$ cat src/rtl/atm_pkg.sv
package atm_pkg;
    typedef enum logic [2:0] {
        OP_NOP   = 3'd0,
        OP_BEGIN = 3'd1,
        OP_LDL   = 3'd2,
        OP_PFL   = 3'd3,
        OP_ST    = 3'd4,
        OP_STL   = 3'd5,
        OP_POLL  = 3'd6
    } atm_op_e;

    typedef enum logic [1:0] {
        END_COMMIT = 2'd0,
        END_RETRY  = 2'd1,
        END_FAULT  = 2'd2,
        END_POLLED = 2'd3
    } atm_end_e;
endpackage

$ cat src/rtl/atm_line_cam.sv
module atm_line_cam #(
    parameter int N      = 8,
    parameter int LINE_W = 26,
    parameter int IDX_W  = 3
) (
    input  logic [N-1:0]             vmask,
    input  logic [N-1:0][LINE_W-1:0] lines,
    input  logic [LINE_W-1:0]        key_a,
    input  logic [LINE_W-1:0]        key_b,
    output logic [N-1:0]             match_a,
    output logic                     hit_a,
    output logic [IDX_W-1:0]         idx_a,
    output logic                     hit_b
);
    logic [N-1:0] match_b;

    for (genvar i = 0; i < N; i++) begin : g_cmp
        assign match_a[i] = vmask[i] && (lines[i] == key_a);
        assign match_b[i] = vmask[i] && (lines[i] == key_b);
    end

    assign hit_a = |match_a;
    assign hit_b = |match_b;

    always_comb begin
        idx_a = '0;
        for (int i = 0; i < N; i++) begin
            if (match_a[i]) idx_a = IDX_W'(i);
        end
    end
endmodule

$ cat src/rtl/atm_commit_pack.sv
module atm_commit_pack #(
    parameter int N      = 8,
    parameter int ADDR_W = 32,
    parameter int DATA_W = 32
) (
    input  logic [N-1:0]             mask,
    input  logic [N-1:0][ADDR_W-1:0] addrs,
    input  logic [N-1:0][DATA_W-1:0] datas,
    output logic [N*ADDR_W-1:0]      addr_flat,
    output logic [N*DATA_W-1:0]      data_flat
);
    for (genvar i = 0; i < N; i++) begin : g_slot
        assign addr_flat[i*ADDR_W +: ADDR_W] = mask[i] ? addrs[i] : '0;
        assign data_flat[i*DATA_W +: DATA_W] = mask[i] ? datas[i] : '0;
    end
endmodule

$ cat src/rtl/atm_event_tracker.sv
module atm_event_tracker
    import atm_pkg::*;
#(
    parameter int MAX_PART = 8,
    parameter int ADDR_W   = 32,
    parameter int DATA_W   = 32,
    parameter int LINE_OFS = 6
) (
    input  logic                         clk,
    input  logic                         rst_n,
    input  logic                         req_valid,
    output logic                         req_ready,
    input  logic [2:0]                   req_op,
    input  logic [ADDR_W-1:0]            req_addr,
    input  logic [DATA_W-1:0]            req_wdata,
    input  logic                         lookup_hit,
    input  logic                         lookup_wperm,
    output logic                         miss_req_valid,
    output logic [ADDR_W-LINE_OFS-1:0]   miss_req_line,
    input  logic                         miss_resp_valid,
    input  logic                         snoop_valid,
    input  logic [ADDR_W-LINE_OFS-1:0]   snoop_line,
    output logic                         evt_active,
    output logic                         intf_flag,
    output logic                         poll_valid,
    output logic                         poll_flag,
    output logic                         end_valid,
    output logic [1:0]                   end_code,
    output logic [ADDR_W-1:0]            redirect_pc,
    output logic                         commit_valid,
    output logic [MAX_PART-1:0]          commit_mask,
    output logic [MAX_PART*ADDR_W-1:0]   commit_addr,
    output logic [MAX_PART*DATA_W-1:0]   commit_data
);
    localparam int LINE_W = ADDR_W - LINE_OFS;
    localparam int IDX_W  = (MAX_PART > 1) ? $clog2(MAX_PART) : 1;
    localparam int CNT_W  = $clog2(MAX_PART + 1);

    typedef struct packed {
        logic                               active;
        logic                               wphase;
        logic                               intf;
        logic                               pend;
        logic [CNT_W-1:0]                   cnt;
        logic [MAX_PART-1:0]                vmask;
        logic [MAX_PART-1:0]                dirty;
        logic [MAX_PART-1:0][LINE_W-1:0]    line;
        logic [MAX_PART-1:0][ADDR_W-1:0]    waddr;
        logic [MAX_PART-1:0][DATA_W-1:0]    wdata;
        logic [ADDR_W-1:0]                  rp;
        logic [LINE_W-1:0]                  pend_line;
        logic                               end_v;
        logic [1:0]                         end_code;
        logic                               commit_v;
        logic [MAX_PART-1:0]                cmask;
        logic [ADDR_W-1:0]                  redir;
        logic                               poll_v;
        logic                               poll_flag;
    } trk_state_t;

    trk_state_t st_d, st_q;

    logic [LINE_W-1:0]   req_line;
    logic [MAX_PART-1:0] cam_match;
    logic                cam_hit;
    logic [IDX_W-1:0]    cam_idx;
    logic                snp_hit_raw;

    assign req_line = req_addr[ADDR_W-1:LINE_OFS];

    atm_line_cam #(
        .N      (MAX_PART),
        .LINE_W (LINE_W),
        .IDX_W  (IDX_W)
    ) u_cam (
        .vmask   (st_q.vmask),
        .lines   (st_q.line),
        .key_a   (req_line),
        .key_b   (snoop_line),
        .match_a (cam_match),
        .hit_a   (cam_hit),
        .idx_a   (cam_idx),
        .hit_b   (snp_hit_raw)
    );

    atm_commit_pack #(
        .N      (MAX_PART),
        .ADDR_W (ADDR_W),
        .DATA_W (DATA_W)
    ) u_pack (
        .mask      (st_q.cmask),
        .addrs     (st_q.waddr),
        .datas     (st_q.wdata),
        .addr_flat (commit_addr),
        .data_flat (commit_data)
    );

    always_comb begin
        logic     fire;
        logic     snoop_hit;
        logic     intf_now;
        logic     do_end;
        logic     ready_line;
        atm_end_e code;
        atm_op_e  op;

        st_d       = st_q;
        st_d.end_v    = 1'b0;
        st_d.commit_v = 1'b0;
        st_d.cmask    = '0;
        st_d.poll_v   = 1'b0;
        st_d.poll_flag = 1'b0;

        op         = atm_op_e'(req_op);
        fire       = req_valid && !st_q.pend;
        snoop_hit  = snoop_valid && st_q.active && snp_hit_raw;
        intf_now   = st_q.intf || snoop_hit;
        ready_line = lookup_hit && lookup_wperm;
        do_end     = 1'b0;
        code       = END_COMMIT;

        if (st_q.pend && miss_resp_valid) st_d.pend = 1'b0;
        if (snoop_hit) st_d.intf = 1'b1;

        if (fire) begin
            unique case (op)
                OP_BEGIN: begin
                    if (!st_q.active) begin
                        st_d.active = 1'b1;
                        st_d.wphase = 1'b0;
                        st_d.intf   = 1'b0;
                        st_d.rp     = req_addr;
                    end
                end
                OP_LDL, OP_PFL: begin
                    if (st_q.active) begin
                        if (st_q.wphase) begin
                            do_end = 1'b1;
                            code   = END_FAULT;
                        end else if (cam_hit) begin
                            if (!ready_line) begin
                                st_d.pend      = 1'b1;
                                st_d.pend_line = req_line;
                            end
                        end else if (st_q.cnt == CNT_W'(MAX_PART)) begin
                            do_end = 1'b1;
                            code   = END_FAULT;
                        end else begin
                            st_d.line[st_q.cnt[IDX_W-1:0]]  = req_line;
                            st_d.vmask[st_q.cnt[IDX_W-1:0]] = 1'b1;
                            st_d.cnt = st_q.cnt + 1'b1;
                            if (!ready_line) begin
                                st_d.pend      = 1'b1;
                                st_d.pend_line = req_line;
                            end
                        end
                    end
                end
                OP_ST, OP_STL: begin
                    if (st_q.active) begin
                        if (cam_hit) begin
                            st_d.dirty[cam_idx] = 1'b1;
                            st_d.waddr[cam_idx] = req_addr;
                            st_d.wdata[cam_idx] = req_wdata;
                            st_d.wphase = 1'b1;
                            if (op == OP_STL) begin
                                do_end = 1'b1;
                                if (intf_now) begin
                                    code       = END_RETRY;
                                    st_d.redir = st_q.rp;
                                end else begin
                                    code          = END_COMMIT;
                                    st_d.commit_v = 1'b1;
                                    st_d.cmask    = st_q.dirty | cam_match;
                                end
                            end
                        end else begin
                            do_end = 1'b1;
                            code   = END_FAULT;
                        end
                    end
                end
                OP_POLL: begin
                    if (st_q.active) begin
                        if (st_q.wphase) begin
                            do_end = 1'b1;
                            code   = END_FAULT;
                        end else begin
                            st_d.poll_v    = 1'b1;
                            st_d.poll_flag = intf_now;
                            if (intf_now) begin
                                do_end = 1'b1;
                                code   = END_POLLED;
                            end
                        end
                    end
                end
                default: ;
            endcase
        end

        if (do_end) begin
            st_d.end_v    = 1'b1;
            st_d.end_code = code;
            st_d.active   = 1'b0;
            st_d.wphase   = 1'b0;
            st_d.intf     = 1'b0;
            st_d.pend     = 1'b0;
            st_d.cnt      = '0;
            st_d.vmask    = '0;
            st_d.dirty    = '0;
        end
    end

    always_ff @(posedge clk) begin
        if (!rst_n) st_q <= '0;
        else        st_q <= st_d;
    end

    assign req_ready      = !st_q.pend;
    assign miss_req_valid = st_q.pend;
    assign miss_req_line  = st_q.pend_line;
    assign evt_active     = st_q.active;
    assign intf_flag      = st_q.intf;
    assign poll_valid     = st_q.poll_v;
    assign poll_flag      = st_q.poll_flag;
    assign end_valid      = st_q.end_v;
    assign end_code       = st_q.end_code;
    assign redirect_pc    = st_q.redir;
    assign commit_valid   = st_q.commit_v;
    assign commit_mask    = st_q.cmask;

    // slot count never passes the participant limit
    p_cnt_bound_r3: assert property (@(posedge clk) disable iff (!rst_n)
        st_q.cnt <= CNT_W'(MAX_PART));

    // a line occupies at most one slot, so a request matches at most one slot
    p_cam_unique_r3: assert property (@(posedge clk) disable iff (!rst_n)
        $onehot0(cam_match));

    // the occupied slots agree with the slot count
    p_vmask_count_r2: assert property (@(posedge clk) disable iff (!rst_n)
        $countones(st_q.vmask) == int'(st_q.cnt));

    // no request is accepted while a fill is outstanding
    p_stall_fill_r6: assert property (@(posedge clk) disable iff (!rst_n)
        miss_req_valid |-> !req_ready);

    // the fill request stays up until it is answered
    p_fill_hold_r6: assert property (@(posedge clk) disable iff (!rst_n)
        (miss_req_valid && !miss_resp_valid) |=> miss_req_valid);

    // every end leaves the block empty
    p_clear_after_end_r12: assert property (@(posedge clk) disable iff (!rst_n)
        end_valid |-> (!evt_active && st_q.cnt == '0 && st_q.dirty == '0));

    // a retry never exposes writes
    p_retry_no_commit_r9: assert property (@(posedge clk) disable iff (!rst_n)
        (end_valid && end_code == 2'd1) |-> !commit_valid);

    // a commit always carries the final locked write
    p_commit_mask_r8: assert property (@(posedge clk) disable iff (!rst_n)
        commit_valid |-> (end_valid && end_code == 2'd0 && commit_mask != '0));

    // nothing is held while idle
    p_idle_empty_r13: assert property (@(posedge clk) disable iff (!rst_n)
        !evt_active |-> (st_q.vmask == '0 && !intf_flag));
endmodule

$ cat config.mk
export PLATFORM = sky130hd
export DESIGN_NAME = atm_event_tracker
export DESIGN_NICKNAME = d
export VERILOG_FILES = /design/src/rtl/atm_pkg.sv /design/src/rtl/atm_line_cam.sv /design/src/rtl/atm_commit_pack.sv /design/src/rtl/atm_event_tracker.sv
export SDC_FILE = /design/constraint.sdc
export NUM_CORES = 2
export LEC_CHECK = 0
export ABC_AREA = 1
export BUFFER_PORTS_ARGS = -buffer_cell sky130_fd_sc_hd__buf_4
export CAP_MARGIN = 40
export CORE_ASPECT_RATIO = 0.75
export CORE_MARGIN = 5
export CORE_UTILIZATION = 45
export CTS_BUF_LIST = sky130_fd_sc_hd__clkbuf_8
export CTS_CLUSTER_SIZE = 14
export DETAILED_ROUTE_END_ITERATION = 6
export PLACE_DENSITY_LB_ADDON = 0.05
export SETUP_SLACK_MARGIN = 0.05
export SYNTH_ARGS = -nofsm -noshare
export SYNTH_HDL_FRONTEND = slang
export SYNTH_HIERARCHICAL = 1
export SYNTH_SLANG_ARGS = --single-unit
$ cat constraint.sdc
create_clock -name clk -period 6.8 [get_ports clk]
set_input_delay 1.36 -clock clk [delete_from_list [all_inputs] [get_ports clk]]
set_output_delay 1.36 -clock clk [all_outputs]
set_load 0.005 [all_outputs]
==> impl_metrics.tcl <==
set metrics [dict create \
    ir_drop_uv 173.2 \
    reg2reg_slack_ps 2650 \
    pin_count 688 \
    drive_gt1_share_pct 15.81 \
    clk-insertion-delay-late_ps 840 \
    critPathBufInv 5 \
    clockBufferDepth 3 \
    final_nets 6668 \
    crit_type "input pin to register" \
    yosys_warnings 6 \
    leakage_nw 23.86 \
    wl_per_cell_microns 24.21 \
    min_period_ps 4968 \
    worst_slew_pin_slew_ps 1091 \
    ys_types 49 \
    synth_area_leader_cell "dfxtp_1" \
    die_y_microns 272.6 \
    hp-start "st_q[89]" \
    hold_buffers 0 \
    arrival_ps 5710 \
    synth_most_common_cell "nand2_1" \
    synth.cell_area_sq_um 41360 \
    portBuffers 687 \
    grt.total_usage_pct 36.89 \
    htree_levels 4 \
    drc 0 \
    cts-resized-gates 0 \
    synthCells 6161 \
    fin_skew_ps 35.47 \
    antenna_found_initial 4 \
    cts_buffers 139 \
    dieArea_sq_um 98140 \
    tritoncts "yes" \
    async_reset_ff_share_pct 0 \
    crit_family "simple AND/OR/NAND/NOR gates" \
    cts_setup_buffers 0 \
    seq_area_frac_synth_pct 41.04 \
    final_hold_viol_count 0 \
    power_mw 10.22 \
    fp.dieW_microns 360.1 \
    maxCapViolations 0 \
    reg2regPathDepth 15 \
    ys_seq_elements 848 \
    hold_class "register to register" \
    area_growth_pct 17.88 \
    synthTopCellsByCount "nand2_1, inv_1, dfxtp_1, nor2_1, a21oi_1" \
    clkSinkCount 848 \
    grt_overflow 0 \
    netlist.area_leader.share_pct 41.04 \
    setup_viol 0 \
    ant_nets 0 \
    start_kind "input pin" \
    timing.critical_path.mode_cell "nand2_1" \
    min_to "redirect_pc[17]" \
    drt-initial-drc-count 5379 \
    setup.worst_path.end_class "register" \
    slowest_delay_ps 680 \
    path_cells "buf_4 -> inv_2 -> nand2_1 -> o21ai_1 -> nor2_1 -> nand2_1 -> nor2_1 -> nand2_1 -> nor2_4 -> inv_2 -> nand2_1 -> nor2_1 -> nand2_1 -> nand2_1 -> nor2_4 -> nand2_2 -> inv_2 -> buf_4 -> o21ai_0 -> a21oi_1" \
    run_status "finished clean" \
    nFillCells 9352 \
    rsz0062_at_grt "false" \
    finalMaxSlewViolations 0 \
    multi_input_comb_area_sq_um 17860 \
    globalplace.congestion 0.9902 \
    grt_pass1_vias 38200 \
    wirelength_mm 190.9 \
    hold_depth 2 \
    relSlewSlack_pct 27.28 \
    cts-root-buf "clkbuf_8" \
    crit_fanout 39 \
    powerDensity_nw_per_um2 209.5 \
    max_freq_ghz 0.2013 \
    initial_core_util_pct 45.31 \
    grt_max_degree 251 \
    synth-edff-count 0 \
    fin_crit_sh_pct 73.05 \
    syn_avg_cell_area_sq_um 6.714 \
    tns_ps 0 \
    postSynthNetCount 6263 \
    worst_ep_required_time_ps 7540 \
    num_vias 42780 \
    num_rows 96 \
    core_sq_um 91290 \
    synth_area_leaders "dfxtp_1, nand2_1, inv_1, nor2_1, a21oi_1" \
    dp_hpwl_mm 128.1 \
    firstDrtPassIters 5 \
    drt-vias-per-instance 5.423 \
    grt_pass1_wl_mm 271.1 \
    synth_ff_type "dfxtp_1" \
    slowest_stage "inv_2" \
    clk_pin_slew_ps 60 \
    seqCellArea_sq_um 16990 \
]
cells by family after synthesis:
logic type / Yosys count / share of synthesized area, %
compound gates: 1251 / 15.85
xor+xnor: 132 / 2.795
flops: 848 / 41.04
simple gates: 2434 / 24.32
fa+ha+maj: 2 / 0.06049
buf+inv: 1494 / 15.93
layout by cell type, fill, tap and decap left out, types with 92 or more instances in the layout:
cell      netlist  layout
inv_1         944     981
nand2_1      1259    1258
nand4_1       233     233
o21ai_0       523     523
dfxtp_1       848     840
clkbuf_8        0     171
o22ai_1       108     108
a21oi_1       532     532
nor2_1        801     800
buf_4          99     745
xnor2_1        92      92
metal layers:
layer | routed length (microns) | up-vias | GRT usage, %
met3 | 20980 | 411 | 9.299
met4 | 8132 | 4 | 15.14
li1 | - | 20010 | -
met2 | 79800 | 2340 | 53.60
met5 | 53 | - | 0.2941
met1 | 81970 | 20020 | 52.18
report_power, final:
part	internal (mW)	switching [mW]
registers	4.98	0.00436
clock network	2.38	2.17
logic	0.148	0.535
total	7.50	2.71
stage by stage:
step / hold slack [ps] / worst slack, ps / util (%) / instances / cell area [sq um]
CTS: 437.2 / 2151 / 53.39 / 7879 / 48740
finish: 434.7 / 1832 / 53.41 / 7888 / 48760
detailed placement: 436.5 / 1258 / 50.40 / 7650 / 46010
global placement: 432.3 / 1401 / 50.35 / 7648 / 45960
floorplan: 423.7 / 3229 / - / 6161 / 41360
global route: 456.7 / 1696 / 53.39 / 7880 / 48740
worst min-delay path: stages, from the launching register on:
cell     delay [ps]
dfxtp_1         290
inv_1            60
a21oi_1          60
worst max path at each step:
stage          endpoint  depth (start not counted)         start  slack [ps]
2_1_floorplan  register                         20  req_addr[20]        3230
3_3_place_gp   register                         18   req_addr[9]        1400
3_5_place_dp   register                         20   req_addr[9]        1260
4_1_cts        register                         20   req_addr[9]        2150
5_1_grt        register                         20   req_addr[9]        1700
6_report       register                         20   req_addr[9]        1830
cell type report:
type | count | share of cell area, %
multi-input combinational | 3819 | 36.62
inverter | 999 | 7.709
clock buffer | 171 | 4.827
clock inverter | 58 | 0.7647
sequential | 848 | 34.84
tap | 1225 | 3.144
timing repair buffer | 759 | 12.05
antenna | 9 | 0.04619
Power figures use the tool's default switching activity.
